[src/rtl/dma2d_pkg.sv]
package dma2d_pkg;

    // Command from the control unit to the counter and address units.
    typedef struct packed {
        logic load;   // take initial values
        logic step;   // advance by one accepted beat
        logic clear;  // return to zero
    } walk_cmd_t;

    typedef struct packed {
        logic run;
        logic done;
        logic err;
    } walk_flags_t;

endpackage

[src/rtl/dma2d_counters.sv]
module dma2d_counters
    import dma2d_pkg::*;
#(
    parameter int CNT_W = 16
) (
    input  logic             clk,
    input  logic             rst_n,
    input  walk_cmd_t        cmd,
    input  logic [CNT_W-1:0] inner_val,
    input  logic [CNT_W-1:0] outer_val,
    output logic             row_end,
    output logic             last
);
    localparam logic [CNT_W-1:0] ONE = CNT_W'(1);

    typedef struct packed {
        logic [CNT_W-1:0] icnt;
        logic [CNT_W-1:0] ocnt;
    } cnt_state_t;

    cnt_state_t st_d, st_q;

    always_comb begin
        st_d = st_q;
        if (cmd.clear) begin
            st_d = '0;
        end else if (cmd.load) begin
            st_d.icnt = inner_val;
            st_d.ocnt = outer_val;
        end else if (cmd.step) begin
            if (st_q.icnt != ONE) begin
                st_d.icnt = st_q.icnt - ONE;
            end else if (st_q.ocnt != ONE) begin
                st_d.icnt = inner_val;
                st_d.ocnt = st_q.ocnt - ONE;
            end else begin
                st_d = '0;
            end
        end
    end

    always_ff @(posedge clk or negedge rst_n) begin
        if (!rst_n) st_q <= '0;
        else        st_q <= st_d;
    end

    assign row_end = (st_q.icnt == ONE);
    assign last    = row_end && (st_q.ocnt == ONE);

    // a step is never applied to an exhausted counter
    a_r5_no_step_empty: assert property (@(posedge clk) disable iff (!rst_n)
        cmd.step |-> (st_q.icnt != '0) && (st_q.ocnt != '0));

    // the element counter restarts from the row length after a row end
    a_r4_row_reload: assert property (@(posedge clk) disable iff (!rst_n)
        (cmd.step && !cmd.load && !cmd.clear && row_end && !last)
        |=> st_q.icnt == $past(inner_val));

endmodule

[src/rtl/dma2d_addr.sv]
module dma2d_addr
    import dma2d_pkg::*;
#(
    parameter int ADDR_W   = 32,
    parameter int STRIDE_W = 16
) (
    input  logic                       clk,
    input  logic                       rst_n,
    input  walk_cmd_t                  cmd,
    input  logic [ADDR_W-1:0]          ld_addr,
    input  logic                       row_end,
    input  logic                       wide,
    input  logic signed [STRIDE_W-1:0] outer_stride,
    output logic [ADDR_W-1:0]          addr
);
    localparam int EXT_W = ADDR_W - STRIDE_W;
    localparam logic [ADDR_W-1:0] STEP16 = ADDR_W'(2);
    localparam logic [ADDR_W-1:0] STEP32 = ADDR_W'(4);

    logic [ADDR_W-1:0] addr_d, addr_q;
    logic [ADDR_W-1:0] inner_inc;
    logic [ADDR_W-1:0] outer_inc;

    always_comb begin
        inner_inc = wide ? STEP32 : STEP16;
        outer_inc = {{EXT_W{outer_stride[STRIDE_W-1]}}, outer_stride};
        addr_d    = addr_q;
        if (cmd.clear)       addr_d = '0;
        else if (cmd.load)   addr_d = ld_addr;
        else if (cmd.step)   addr_d = addr_q + (row_end ? outer_inc : inner_inc);
    end

    always_ff @(posedge clk or negedge rst_n) begin
        if (!rst_n) addr_q <= '0;
        else        addr_q <= addr_d;
    end

    assign addr = addr_q;

    // in-row step equals the element size in bytes
    a_r3_inner_step: assert property (@(posedge clk) disable iff (!rst_n)
        (cmd.step && !cmd.load && !cmd.clear && !row_end)
        |=> (addr_q - $past(addr_q)) == ($past(wide) ? STEP32 : STEP16));

    // a load returns the address to the supplied base
    a_r7_load_base: assert property (@(posedge clk) disable iff (!rst_n)
        (cmd.load && !cmd.clear) |=> addr_q == $past(ld_addr));

endmodule

[src/rtl/dma2d_ctrl.sv]
module dma2d_ctrl
    import dma2d_pkg::*;
#(
    parameter int ADDR_W   = 32,
    parameter int CNT_W    = 16,
    parameter int STRIDE_W = 16
) (
    input  logic                       clk,
    input  logic                       rst_n,
    input  logic [ADDR_W-1:0]          cfg_start_addr,
    input  logic [CNT_W-1:0]           cfg_inner_cnt,
    input  logic [CNT_W-1:0]           cfg_outer_cnt,
    input  logic signed [STRIDE_W-1:0] cfg_outer_stride,
    input  logic                       cfg_wide,
    input  logic                       cfg_autobuf,
    input  logic                       ctl_enable,
    input  logic                       ctl_start,
    input  logic                       ctl_done_clr,
    input  logic                       beat_ready,
    input  logic                       last,
    output walk_cmd_t                  cmd,
    output logic [ADDR_W-1:0]          ld_addr,
    output logic [CNT_W-1:0]           inner_val,
    output logic [CNT_W-1:0]           outer_val,
    output logic                       sh_wide,
    output logic signed [STRIDE_W-1:0] sh_outer_stride,
    output walk_flags_t                flags
);
    typedef struct packed {
        logic [ADDR_W-1:0]          start;
        logic [CNT_W-1:0]           inner;
        logic [CNT_W-1:0]           outer;
        logic signed [STRIDE_W-1:0] ostride;
        logic                       wide;
        logic                       autobuf;
        walk_flags_t                fl;
    } ctrl_state_t;

    ctrl_state_t st_d, st_q;
    logic launch, bad_cfg, accept;

    always_comb begin
        launch    = ctl_start && ctl_enable && !st_q.fl.run;
        bad_cfg   = (cfg_inner_cnt == '0) || (cfg_outer_cnt == '0);
        accept    = st_q.fl.run && beat_ready;

        st_d      = st_q;
        cmd       = '0;
        ld_addr   = st_q.start;
        inner_val = st_q.inner;
        outer_val = st_q.outer;

        if (ctl_done_clr) st_d.fl.done = 1'b0;

        if (launch) begin
            if (bad_cfg) begin
                st_d.fl.err = 1'b1;
            end else begin
                st_d.start   = cfg_start_addr;
                st_d.inner   = cfg_inner_cnt;
                st_d.outer   = cfg_outer_cnt;
                st_d.ostride = cfg_outer_stride;
                st_d.wide    = cfg_wide;
                st_d.autobuf = cfg_autobuf;
                st_d.fl.run  = 1'b1;
                st_d.fl.err  = 1'b0;
                cmd.load     = 1'b1;
                ld_addr      = cfg_start_addr;
                inner_val    = cfg_inner_cnt;
                outer_val    = cfg_outer_cnt;
            end
        end else if (accept) begin
            if (!ctl_enable) begin
                st_d.fl.run = 1'b0;
                cmd.clear   = 1'b1;
            end else if (last) begin
                if (st_q.autobuf) begin
                    cmd.load = 1'b1;
                end else begin
                    st_d.fl.run  = 1'b0;
                    st_d.fl.done = 1'b1;
                    cmd.clear    = 1'b1;
                end
            end else begin
                cmd.step = 1'b1;
            end
        end
    end

    always_ff @(posedge clk or negedge rst_n) begin
        if (!rst_n) st_q <= '0;
        else        st_q <= st_d;
    end

    assign flags           = st_q.fl;
    assign sh_wide         = st_q.wide;
    assign sh_outer_stride = st_q.ostride;

    // done only rises as the walk stops
    a_r5_done_idle: assert property (@(posedge clk) disable iff (!rst_n)
        $rose(st_q.fl.done) |-> !st_q.fl.run);

    // an error never coexists with an active walk
    a_r8_err_idle: assert property (@(posedge clk) disable iff (!rst_n)
        st_q.fl.err |-> !st_q.fl.run);

    // an accepted beat with enable low ends the walk without done
    a_r9_abort: assert property (@(posedge clk) disable iff (!rst_n)
        (st_q.fl.run && beat_ready && !ctl_enable)
        |=> !st_q.fl.run && !$rose(st_q.fl.done));

    // captured configuration is stable while running
    a_r10_shadow_stable: assert property (@(posedge clk) disable iff (!rst_n)
        (st_q.fl.run && $past(st_q.fl.run)) |-> $stable(st_q.start) && $stable(st_q.inner));

endmodule

[src/rtl/dma2d_addr_gen.sv]
module dma2d_addr_gen
    import dma2d_pkg::*;
#(
    parameter int ADDR_W   = 32,
    parameter int CNT_W    = 16,
    parameter int STRIDE_W = 16
) (
    input  logic                       clk,
    input  logic                       rst_n,
    input  logic [ADDR_W-1:0]          cfg_start_addr,
    input  logic [CNT_W-1:0]           cfg_inner_cnt,
    input  logic [CNT_W-1:0]           cfg_outer_cnt,
    input  logic signed [STRIDE_W-1:0] cfg_outer_stride,
    input  logic                       cfg_wide,
    input  logic                       cfg_autobuf,
    input  logic                       ctl_enable,
    input  logic                       ctl_start,
    input  logic                       ctl_done_clr,
    output logic [ADDR_W-1:0]          beat_addr,
    output logic                       beat_wide,
    output logic                       beat_valid,
    input  logic                       beat_ready,
    output logic                       sts_run,
    output logic                       sts_done,
    output logic                       sts_err
);
    walk_cmd_t                  cmd;
    walk_flags_t                flags;
    logic [ADDR_W-1:0]          ld_addr;
    logic [CNT_W-1:0]           inner_val, outer_val;
    logic                       sh_wide;
    logic signed [STRIDE_W-1:0] sh_outer_stride;
    logic                       row_end, last;

    dma2d_ctrl #(.ADDR_W(ADDR_W), .CNT_W(CNT_W), .STRIDE_W(STRIDE_W)) u_ctrl (
        .clk(clk), .rst_n(rst_n),
        .cfg_start_addr(cfg_start_addr), .cfg_inner_cnt(cfg_inner_cnt),
        .cfg_outer_cnt(cfg_outer_cnt), .cfg_outer_stride(cfg_outer_stride),
        .cfg_wide(cfg_wide), .cfg_autobuf(cfg_autobuf),
        .ctl_enable(ctl_enable), .ctl_start(ctl_start), .ctl_done_clr(ctl_done_clr),
        .beat_ready(beat_ready), .last(last),
        .cmd(cmd), .ld_addr(ld_addr), .inner_val(inner_val), .outer_val(outer_val),
        .sh_wide(sh_wide), .sh_outer_stride(sh_outer_stride), .flags(flags)
    );

    dma2d_counters #(.CNT_W(CNT_W)) u_cnt (
        .clk(clk), .rst_n(rst_n), .cmd(cmd),
        .inner_val(inner_val), .outer_val(outer_val),
        .row_end(row_end), .last(last)
    );

    dma2d_addr #(.ADDR_W(ADDR_W), .STRIDE_W(STRIDE_W)) u_addr (
        .clk(clk), .rst_n(rst_n), .cmd(cmd), .ld_addr(ld_addr),
        .row_end(row_end), .wide(sh_wide), .outer_stride(sh_outer_stride),
        .addr(beat_addr)
    );

    assign beat_wide  = sh_wide;
    assign beat_valid = flags.run;
    assign sts_run    = flags.run;
    assign sts_done   = flags.done;
    assign sts_err    = flags.err;

    // a stalled beat keeps its address and validity
    a_r2_hold: assert property (@(posedge clk) disable iff (!rst_n)
        (beat_valid && !beat_ready) |=> beat_valid && $stable(beat_addr));

    // done clears only on a clear pulse
    a_r6_done_sticky: assert property (@(posedge clk) disable iff (!rst_n)
        (sts_done && !ctl_done_clr) |=> sts_done);

endmodule

[config.mk]
export PLATFORM = sky130hd
export DESIGN_NAME = dma2d_addr_gen
export DESIGN_NICKNAME = d
export VERILOG_FILES = /design/src/rtl/dma2d_pkg.sv /design/src/rtl/dma2d_counters.sv /design/src/rtl/dma2d_addr.sv /design/src/rtl/dma2d_ctrl.sv /design/src/rtl/dma2d_addr_gen.sv
export SDC_FILE = /design/constraint.sdc
export NUM_CORES = 1
export LEC_CHECK = 0
export BUFFER_PORTS_ARGS = -buffer_cell sky130_fd_sc_hd__buf_4
export CAP_MARGIN = 20
export CELL_PAD_IN_SITES_DETAIL_PLACEMENT = 2
export CELL_PAD_IN_SITES_GLOBAL_PLACEMENT = 2
export CORE_UTILIZATION = 34
export DETAILED_ROUTE_END_ITERATION = 8
export GPL_TIMING_DRIVEN = 0
export PLACE_DENSITY_LB_ADDON = 0.1
export SYNTH_ARGS = -nofsm -noshare
export SYNTH_HDL_FRONTEND = slang
export SYNTH_HIERARCHICAL = 1
export SYNTH_SLANG_ARGS = --single-unit
[constraint.sdc]
create_clock -name clk -period 3.8 [get_ports clk]
set_input_delay 0.38 -clock clk [delete_from_list [all_inputs] [get_ports clk]]
set_output_delay 0.38 -clock clk [all_outputs]
set_load 0.03 [all_outputs]
==> qor.txt <==
RUN STATUS
----------------------------------------------------------------------------------------------------
Result of the run                                                                       finished with violations
Violations in the final reports                                                         setup timing

SYNTHESIS
----------------------------------------------------------------------------------------------------
Mean instance size in the synthesized netlist                                             9.860 um^2
Async set or reset register ratio after synthesis                                              1.000
Multiplexer share of the synthesized area                                                     0.1805
Number of distinct library cell variants in the gate-level netlist after synthesis                78
Biggest area contributors in the synthesized netlist                                    dfrtp_1, mux2_2, a21oi_1
Dominant register cell in the synthesized netlist                                            dfrtp_1
Number of enable-type register cells in the synthesized netlist                                    0
Commonest cells in the synthesized netlist                                              dfrtp_1, mux2_2, nor2_1
Syn. warnings                                                                                      6
Synth Instances                                                                                  996
Dominant combinational cell family by area after synthesis                              multiplexers
Share of the synthesized netlist area taken by xor and xnor gates                            0.01427
Library cell with the highest instance count after synthesis                                 dfrtp_1
Number of storage elements in the synthesis netlist                                              149
Fraction of synthesized cell area taken by the top area cell type                             0.3797
Fraction of the mapped netlist area in simple logic gates                                     0.1782
Part of the Yosys area used for sequential elements                                           0.3797
Synthesized net count                                                                           1104
Compound-cell area share of the yosys netlist                                                 0.1601
Synth Area in Adders                                                                         0.02625
Library cell occupying the most area in the post-synthesis netlist                           dfrtp_1
Combined area of all synthesized cells                                                     9821 um^2

CELLS AND AREA
----------------------------------------------------------------------------------------------------
Fraction of the core area covered by cells at the end of the flow                             0.4512
Growth of design area from synthesis to finish                                                29.04%
Net count reported at finish                                                                    1285
Share of post-route cells with drive strength above 1                                         0.4050
Number of fillers in the final layout                                                           2946
Ant diodes                                                                                         0

PWR
----------------------------------------------------------------------------------------------------
Cell leakage power                                                                          5.300 nW
Clock network power share                                                                      0.177
Cell Int Power                                                                              5.311 mW
Cell Pwr Density                                                                        723.8 nW/um^2
NetSw                                                                                       3.862 mW
Part of the power in combinational logic                                                       0.496
Sw frac                                                                                       0.4210
Worst IR Drop VDD                                                                           311.2 uV
Reg power frac                                                                                 0.328

MIN PATH
----------------------------------------------------------------------------------------------------
Min-Delay Path Class                                                                    primary input to flop

DETAILED ROUTING
----------------------------------------------------------------------------------------------------
Detailed-router iteration count before antenna repair                                              5
Overall via count from detail_route                                                             8970
Final routed wirelength across all metal layers                                             37260 um
Detailed-route DRC error count                                                                     0
Post-DR vias/cell                                                                              5.721
Post-DRT Antenna Nets                                                                              0
Detailed Route Iter0 Violations                                                                  405
Post-DR wirelength/cell                                                                     23.76 um

CTS
----------------------------------------------------------------------------------------------------
Clock-pin slew reported for the worst setup and hold paths after clock tree synthesis          70 ps
Clk Latency, worst-skew pair                                                                  430 ps
Count of H-tree levels built during CTS                                                            4
Number of clock sinks                                                                            149
Number of buffers on the longest clock path                                                        2
Clock tree from TritonCTS                                                                        yes
Number of CTS-inserted buffers                                                                    17
Clock Root Buffer                                                                          clkbuf_16

GLOBAL ROUTE
----------------------------------------------------------------------------------------------------
Pin count of the biggest net entering global routing                                              95
Wire length of the first global-routing pass                                                57040 um
Combined global-route utilization of all metal layers                                         0.2549
Number of antenna violations at the first check in global routing                                  0
Vias in the first global route                                                                  9731
Total global routing overflow                                                                      0

CRITICAL PATH
----------------------------------------------------------------------------------------------------
Arrival time of the worst setup path                                                         4450 ps
Required time of the critical path                                                           4110 ps
Critical path launch point type                                                                 flop
CP Max Fanout                                                                                      6
Startpoint-to-endpoint class of the critical path                                       flop to flop
Category of the worst setup path capture point                                                  flop

TIMING
----------------------------------------------------------------------------------------------------
Final period demand of the worst path                                                        4145 ps
Final hold violation count                                                                         0
Worst Hold Margin                                                                           126.9 ps
Pin slew with the least headroom to its limit                                               928.9 ps
Setup TNS                                                                                   -2618 ps
Minimum setup slack in the final design                                                    -345.3 ps
Setup Skew                                                                                  14.69 ps
Final slew viol count                                                                              0
RSZ-0062 raised after global routing                                                             yes
Final count of negative-setup-slack endpoints                                                     15
Share of the clock period used by the worst path                                               1.091
Slew headroom                                                                                 0.3760
Max Clock Freq                                                                             241.2 MHz

FLOORPLAN
----------------------------------------------------------------------------------------------------
Total core area                                                                           28090 um^2
Initial core utilization                                                                      0.3497
Top-Level Pins                                                                                   125
Vert. Die Dim                                                                               172.0 um
Cell row count                                                                                    61
Die Area                                                                                  29570 um^2
Die outline width                                                                           172.0 um

PLACED DESIGN
----------------------------------------------------------------------------------------------------
Worst setup slack after placement                                                           -1074 ps
Number of I/O port buffers                                                                       124
DP Wirelength                                                                               26100 um
Placer Congestion                                                                             0.8755

RUN
----------------------------------------------------------------------------------------------------
Number of max-cap violations                                                                       0

## state kept, by name, summed over array words and instances (netlist names)
register,cells
u_ctrl/st_q,65
u_addr/addr,32
u_cnt/st_q,32
u_ctrl/sh_outer_stride,16
u_ctrl/flags,3
u_ctrl/sh_wide,1
## worst max-delay path, stage by stage (launching register included)
cell and delay (ps):
dfrtp_1 400, inv_2 90, ha_4 120, nor4b_4 220, nand4_1 220, inv_2 160, buf_8 130, clkbuf_16 140
and2_4 140, ha_4 120, inv_2 30, fa_2 330, and2b_2 260, o2111ai_4 170, a32oi_4 290, a21oi_4 160
o211ai_1 330, nand4_1 230, and3_1 240, a211o_1 230
## through the flow
stage | power [mW] | area [um^2] | std cells
after floorplan | 5.815 | 9907 | 996
after global placement | 7.042 | 11310 | 1498
after detailed placement | 7.204 | 11350 | 1499
after CTS | 9.105 | 12460 | 1558
after global routing | 9.760 | 12670 | 1568
final | 9.173 | 12670 | 1568
## cell type report
type                            instances  area [um^2]  area share
Clock buffer                           21        450.4     0.03554
Buffer                                 79        536.8     0.04236
Inverter                               28        106.4    0.008393
Multi-Input combinational cell        740         6010      0.4742
Tap cell                              378        473.0     0.03732
Clock inverter                         11        93.84    0.007405
Timing Repair Buffer                  162         1272      0.1004
Sequential cell                       149         3730      0.2943
## placed cells by master, fill, tap and decap left out, types with 8 or more instances in the layout
master / instances
a21oi_1: 57
ha_1: 14
buf_6: 15
o211ai_1: 9
inv_1: 23
a211oi_1: 12
a21o_1: 13
and3_1: 8
nor3b_1: 10
mux2_2: 144
mux2i_1: 12
or3_1: 9
xnor2_1: 9
clkbuf_16: 18
buf_2: 8
clkbuf_1: 25
a221o_1: 13
nand4_1: 16
nor4_1: 23
buf_4: 179
nor2b_1: 8
and2_1: 18
o21ai_0: 26
clkbuf_2: 8
nor2_1: 68
nor3_1: 28
nand2_1: 59
dfrtp_1: 148
## timing repair
item,in CTS,in global routing
hold buffers,1,0
pin swaps,32,22
setup endpoints to repair,63,48
hold endpoints to repair,55,0
buffers inserted,25,10
gates resized for setup,73,39
cloned,1,0
## cell families after synthesis
kind of cell,after synthesis
multiplexers,159
XOR/XNOR,16
adder cells (fa/ha/maj),20
buffers and inverters,107
AO/OA/AOI/OAI,225
flip-flops,149
AND/OR/NAND/NOR,320
## per-layer routing
layer	up-vias	GRT usage	wire, um
li1	4067	-	-
met1	4688	0.3273	16550
met2	179	0.4467	18990
met3	36	0.03662	1208
met4	0	0.06349	522
met5	-	0	0
## path summary, 6_finish.rpt
path	endpoint	start	slack [ps]	depth (start not counted)
max reg2reg	u_addr/addr[28]	u_cnt/st_q[17]	-350	19
max	u_addr/addr[28]	u_cnt/st_q[17]	-350	19
min	u_ctrl/flags[1]	ctl_done_clr	130	2
min in group asynchronous	u_ctrl/sh_outer_stride[6]	rst_n	480	2
max in group asynchronous	u_ctrl/st_q[73]	rst_n	2450	3
min reg2reg	u_ctrl/st_q[62]	u_ctrl/st_q[62]	500	1
## power groups by stage
stage,sequential [mW],combinational (mW),clock [mW]
after detailed placement,2.99,4.21,0
after global placement,2.95,4.10,0
after global routing,3.11,4.92,1.73
final,3.01,4.55,1.62
after CTS,2.99,4.45,1.67
after floorplan,3.08,2.73,0
No activity file was read; power rests on OpenSTA's default activity.
